===== src/rtl/tlb_rand_pkg.sv =====
package tlb_rand_pkg;

   // Action chosen for the index register on the next edge
   typedef enum logic [1:0] {
      ACT_TOP  = 2'd0,
      ACT_HOLD = 2'd1,
      ACT_DEC  = 2'd2
   } rand_act_e;

endpackage


===== src/rtl/tlb_rand_lfsr.sv =====
module tlb_rand_lfsr #(
   parameter int unsigned       W    = 8,
   parameter logic [W-1:0]      TAPS = 8'hB8,
   parameter logic [W-1:0]      SEED = 8'hA5
) (
   input  logic clk,
   input  logic rst,
   output logic gate_o
);

   generate
      if (W < 2) begin : g_bad_width
         $error("tlb_rand_lfsr: W must be at least 2");
      end
      if (SEED == '0) begin : g_bad_seed
         $error("tlb_rand_lfsr: SEED must be nonzero");
      end
      if (TAPS == '0) begin : g_bad_taps
         $error("tlb_rand_lfsr: TAPS must be nonzero");
      end
   endgenerate

   logic [W-1:0] state_q;
   logic         fb;

   assign fb = ^(state_q & TAPS);

   always_ff @(posedge clk) begin
      if (rst) state_q <= SEED;
      else     state_q <= {state_q[W-2:0], fb};
   end

   assign gate_o = state_q[0];

endmodule


===== src/rtl/tlb_rand_step.sv =====
module tlb_rand_step
   import tlb_rand_pkg::*;
#(
   parameter int unsigned IDX_W   = 4,
   parameter bit          GATE_EN = 1'b1
) (
   input  logic [IDX_W-1:0] cur_i,
   input  logic [IDX_W-1:0] limit_i,
   input  logic             wr_i,
   input  logic             gate_i,
   output logic [IDX_W-1:0] nxt_o
);

   localparam logic [IDX_W-1:0] TOP = '1;
   localparam logic [IDX_W-1:0] ONE = {{(IDX_W-1){1'b0}}, 1'b1};

   logic      hold_req;
   rand_act_e act;

   generate
      if (GATE_EN) begin : g_gated
         assign hold_req = gate_i;
      end else begin : g_free
         logic unused_gate;
         assign unused_gate = gate_i;
         assign hold_req    = 1'b0;
      end
   endgenerate

   always_comb begin
      if (wr_i)                 act = ACT_TOP;
      else if (limit_i >= TOP)  act = ACT_TOP;
      else if (hold_req)        act = ACT_HOLD;
      else if (cur_i <= limit_i) act = ACT_TOP;
      else                      act = ACT_DEC;
   end

   always_comb begin
      unique case (act)
         ACT_HOLD: nxt_o = cur_i;
         ACT_DEC:  nxt_o = cur_i - ONE;
         default:  nxt_o = TOP;
      endcase
   end

endmodule


===== src/rtl/tlb_rand_view.sv =====
module tlb_rand_view #(
   parameter int unsigned IDX_W  = 4,
   parameter int unsigned READ_W = 32
) (
   input  logic [IDX_W-1:0]  idx_i,
   output logic [READ_W-1:0] view_o
);

   generate
      if (READ_W > IDX_W) begin : g_pad
         assign view_o = {{(READ_W-IDX_W){1'b0}}, idx_i};
      end else if (READ_W == IDX_W) begin : g_exact
         assign view_o = idx_i;
      end else begin : g_bad
         $error("tlb_rand_view: READ_W must not be below IDX_W");
         assign view_o = '0;
      end
   endgenerate

endmodule


===== src/rtl/tlb_rand_idx.sv =====
module tlb_rand_idx #(
   parameter int unsigned      IDX_W     = 4,
   parameter int unsigned      LFSR_W    = 8,
   parameter logic [LFSR_W-1:0] LFSR_TAPS = 8'hB8,
   parameter logic [LFSR_W-1:0] LFSR_SEED = 8'hA5,
   parameter bit               GATE_EN   = 1'b1,
   parameter int unsigned      READ_W    = 32
) (
   input  logic              clk,
   input  logic              rst,
   input  logic [IDX_W-1:0]  wired_i,
   input  logic              wired_we_i,
   output logic [IDX_W-1:0]  idx_o,
   output logic [READ_W-1:0] rd_view_o
);

   localparam logic [IDX_W-1:0] TOP = '1;

   generate
      if (IDX_W < 1 || IDX_W > 16) begin : g_bad_idx
         $error("tlb_rand_idx: IDX_W out of range");
      end
   endgenerate

   logic             lfsr_gate;
   logic [IDX_W-1:0] idx_q;
   logic [IDX_W-1:0] idx_nxt;

   tlb_rand_lfsr #(
      .W    (LFSR_W),
      .TAPS (LFSR_TAPS),
      .SEED (LFSR_SEED)
   ) u_lfsr (
      .clk    (clk),
      .rst    (rst),
      .gate_o (lfsr_gate)
   );

   tlb_rand_step #(
      .IDX_W   (IDX_W),
      .GATE_EN (GATE_EN)
   ) u_step (
      .cur_i   (idx_q),
      .limit_i (wired_i),
      .wr_i    (wired_we_i),
      .gate_i  (lfsr_gate),
      .nxt_o   (idx_nxt)
   );

   always_ff @(posedge clk) begin
      if (rst) idx_q <= TOP;
      else     idx_q <= idx_nxt;
   end

   assign idx_o = idx_q;

   tlb_rand_view #(
      .IDX_W  (IDX_W),
      .READ_W (READ_W)
   ) u_view (
      .idx_i  (idx_q),
      .view_o (rd_view_o)
   );

endmodule


===== config.mk =====
export PLATFORM = sky130hd
export DESIGN_NAME = tlb_rand_idx
export DESIGN_NICKNAME = d
export VERILOG_FILES = /design/src/rtl/tlb_rand_pkg.sv /design/src/rtl/tlb_rand_lfsr.sv /design/src/rtl/tlb_rand_step.sv /design/src/rtl/tlb_rand_view.sv /design/src/rtl/tlb_rand_idx.sv
export SDC_FILE = /design/constraint.sdc
export NUM_CORES = 1
export LEC_CHECK = 0
export ABC_AREA = 1
export CAP_MARGIN = 20
export CORE_MARGIN = 4
export CORE_UTILIZATION = 35
export CTS_CLUSTER_SIZE = 20
export DETAILED_ROUTE_END_ITERATION = 10
export PLACE_DENSITY = 0.77
export SKIP_CTS_REPAIR_TIMING = 1
export SLEW_MARGIN = 30
export SYNTH_ARGS = -nofsm -noshare
export SYNTH_HDL_FRONTEND = slang
export SYNTH_SLANG_ARGS = --single-unit

===== constraint.sdc =====
create_clock -name clk -period 1.5 [get_ports clk]
set_input_delay 0.3 -clock clk [delete_from_list [all_inputs] [get_ports clk]]
set_output_delay 0.3 -clock clk [all_outputs]
set_load 0.01 [all_outputs]

==> results.md <==
Outcome:
- The flow ran to the end, and the final reports show no timing, DRC or antenna violations.

CTS:
- The CTS tree is yes.
- The number of clock sinks is 12.
- For the worst-skew pair, the clock arrives at the later sink with an insertion delay of between 0.2 and 0.3 ns.
- Buffers inserted during clock tree synthesis total 3.
- The clock passes through at most 2 buffers.
- Clock tree synthesis selected as its root buffer the cell sky130_fd_sc_hd__clkbuf_4.
- The clock-pin slew of the registers on the worst-case setup and hold paths is around 0.070 ns.
- In this run the number of H-tree levels came out at 1.

Floorplan:
- From left edge to right edge, the die measures around 57 um.
- The number of core rows is 17.
- 43 I/O pins were placed.
- The vertical extent of the die is approximately 57 um.
- The initial utilization of the core area, before any placement, comes to 0.374.
- The area of the die is ~3200 um2.
- The core region is about 2200 um2.

Placed design:
- The number of I/O port buffers is 14.
- The setup slack at placement is -0.206 ns.
- The final weighted congestion in routability-driven placement is 0.821.
- The number of cells in the design after placement is ~150.
- The wire-length estimate of the detail-placed layout is ~1000 um.

Timing:
- The number of endpoints with negative hold slack in the final report came to 0.
- The clock period could shrink to roughly 1.4 ns.
- The number of pins exceeding their max-slew limit in the final report is 0.
- Setup repair after global routing left no endpoint under its margin.
- On the final layout, the worst clock skew is approximately 0.007 ns.
- The post-route worst setup slack is ~0.066 ns.
- Setup total negative slack on the finished layout was measured at 0 ns.
- The post-route clock period utilization is 0.956.
- Timing would allow up to between 600 and 700 MHz.
- The setup violation total in the final timing report is 0.

Pwr:
- The design draws 0.715 mW.
- The maximum vdd ir drop is 627 uV.
- In this run the static leakage power is around 0.49 nW.
- For this design the ratio of total power to cell area is 775 nW/um2.

Worst setup path:
- The largest fanout of any net on the critical path is 4.
- The critical path in this run is classified as input pin to register.
- Data on the critical path is required at its endpoint by about 1.7 ns.
- The category of the worst setup path launch point is an input pin.
- The type of element capturing the critical path is a register.
- The arrival time of the worst setup path is ~1.6 ns.

Final layout:
- The ratio of cells with drive above 1 in the final layout is 0.129.
- The number of antenna diodes in the final layout is 0.
- The final net count is around 140.
- From synthesis to final layout, the design area changed by 10.6%.
- In the final layout, the multi-input gates occupy 390 um2.
- The filler cells instantiated in the layout total 224.
- For this run, the share of the core covered by cells in the final layout is 0.413.
- The register cell area after layout is approximately 240 um2.
- Excluding fillers, the count of instances in the completed layout stands at about 150.

Yosys:
- The portion of the post-synthesis area used by sequential elements is 0.288.
- By count the netlist is led by sky130_fd_sc_hd__buf_4, sky130_fd_sc_hd__inv_1, sky130_fd_sc_hd__nor2_1.
- Counting flops with a built-in enable in the synthesized netlist gives 0.
- The gate count of the mapped netlist is between 100 and 150.
- The number of distinct library cells after synthesis is 19.
- Of all cell types, the one taking the most synthesized area is sky130_fd_sc_hd__dfxtp_1.
- In the synthesized netlist the async set-or-reset flop fraction comes to 0.
- In the post-synthesis netlist, the biggest area contributors are sky130_fd_sc_hd__dfxtp_1, sky130_fd_sc_hd__buf_4, sky130_fd_sc_hd__ha_1, sky130_fd_sc_hd__inv_1, sky130_fd_sc_hd__nor2_1.
- After synthesis the cells add up to between 800 and 900 um2.
- The area share of the largest cell type after synthesis is 0.288.
- For this run, the number of Yosys warnings is 0.
- By instance count, the leading cell after synthesis is sky130_fd_sc_hd__buf_4.
- The most used flip-flop cell after synthesis is sky130_fd_sc_hd__dfxtp_1.
- Each instance of the synthesized netlist takes up on average 7.52 um2.
- The number of flip-flops and latches in the synthesized netlist is 12.

Detailed routing:
- In the routed design, unresolved DRC markers number 0.
- The first routing iteration left 4 violations.
- The average detailed-routed wire length per instance is between 8 and 9 um.
- The final wirelength is between 1000 and 1500 um.
- The first-pass detailed-route iteration total is 2.
- The post-detailed-route count of antenna-violating nets is 0.
- The via total after detailed routing is roughly 580.
- The average via count per standard cell is ~3.8.

Worst hold path:
- The kind of path behind the tightest hold check is register to register.

Global routing:
- The maximum number of pins on one net before global-route repair is 10.
- The leftover overflow at the end of global routing is 0.
- The first global-routing pass estimated roughly 1900 um of wire.
- The number of global-route vias before repair is 481.
- The initial antenna violation count is 0.
- The total global-route track usage is 0.0753.

Flow run:
- The max-capacitance violation count is 0.
-- stage by stage --
step,cell area (um2),hold slack (ns)
2_1_floorplan,936,0.388
3_3_place_gp,875,0.395
3_5_place_dp,875,0.395
4_1_cts,897,0.416
5_1_grt,923,0.432
6_report,923,0.411
-- final timing paths --
kind	from	to	slack, ns	depth (start not counted)
max	wired_i[3]	idx_o[2]	0.07	9
max reg2reg	idx_o[0]	idx_o[2]	0.20	8
min	u_lfsr.state_q[6]	u_lfsr.state_q[7]	0.41	1
min reg2reg	u_lfsr.state_q[6]	u_lfsr.state_q[7]	0.41	1
-- worst max-delay path, cell delays in order --
cell                              delay (ns)
sky130_fd_sc_hd__clkdlybuf4s50_1        0.47
sky130_fd_sc_hd__inv_1                  0.04
sky130_fd_sc_hd__ha_1                   0.29
sky130_fd_sc_hd__nand2_1                0.09
sky130_fd_sc_hd__nor2_1                 0.05
sky130_fd_sc_hd__nor2_1                 0.11
sky130_fd_sc_hd__nand2_1                0.09
sky130_fd_sc_hd__nand2_2                0.10
sky130_fd_sc_hd__nand2_1                0.06
-- sequential cells by signal, indices dropped and copies added (netlist names) --
name,count
u_lfsr.state_q,8
idx_o,4
-- layer usage --
layer  track usage  vias to the layer above  share of wire
li1              -                      303              -
met1        0.0744                      255           0.38
met2         0.130                       19           0.52
met3        0.0414                        2          0.087
met4        0.0298                        0         0.0077
met5             0                        -              0
-- kinds of logic after synthesis --
kind of cell             Yosys count  share of synthesized area
XOR/XNOR                           2                     0.0210
buffers and inverters             48                      0.369
adder cells (fa/ha/maj)            5                     0.0750
AND/OR/NAND/NOR                   32                      0.163
flip-flops                        12                      0.288
AO/OA/AOI/OAI                     11                     0.0795
other                              1                    0.00449
-- where the power goes --
part	internal (mW)	switching, mW	leakage [nW]
Combinational	0.0669	0.101	0.378
Clock	0.0930	0.0993	0.0138
Sequential	0.342	0.0136	0.0983
-- final cells by class --
class,instances,area share
Multi-Input combinational cell,78,0.423
Sequential cell,12,0.264
Timing Repair Buffer,16,0.190
Inverter,15,0.0610
Tap cell,28,0.0379
Clock buffer,3,0.0244
-- cells in the final DEF, fill, tap and decap left out, types with 2 or more instances in the layout --
| master | instances |
|---|---|
| sky130_fd_sc_hd__clkbuf_4 | 3 |
| sky130_fd_sc_hd__nand2_1 | 10 |
| sky130_fd_sc_hd__buf_4 | 2 |
| sky130_fd_sc_hd__inv_1 | 14 |
| sky130_fd_sc_hd__dfxtp_2 | 3 |
| sky130_fd_sc_hd__o21ai_1 | 4 |
| sky130_fd_sc_hd__xnor2_1 | 2 |
| sky130_fd_sc_hd__ha_1 | 5 |
| sky130_fd_sc_hd__a21oi_1 | 5 |
| sky130_fd_sc_hd__or2_2 | 3 |
| sky130_fd_sc_hd__clkdlybuf4s50_1 | 6 |
| sky130_fd_sc_hd__nand2_2 | 2 |
| sky130_fd_sc_hd__conb_1 | 28 |
| sky130_fd_sc_hd__nand3_1 | 2 |
| sky130_fd_sc_hd__dfxtp_1 | 9 |
| sky130_fd_sc_hd__dlymetal6s2s_1 | 8 |
| sky130_fd_sc_hd__nor2_1 | 13 |
(Power assumes the default switching activity.)
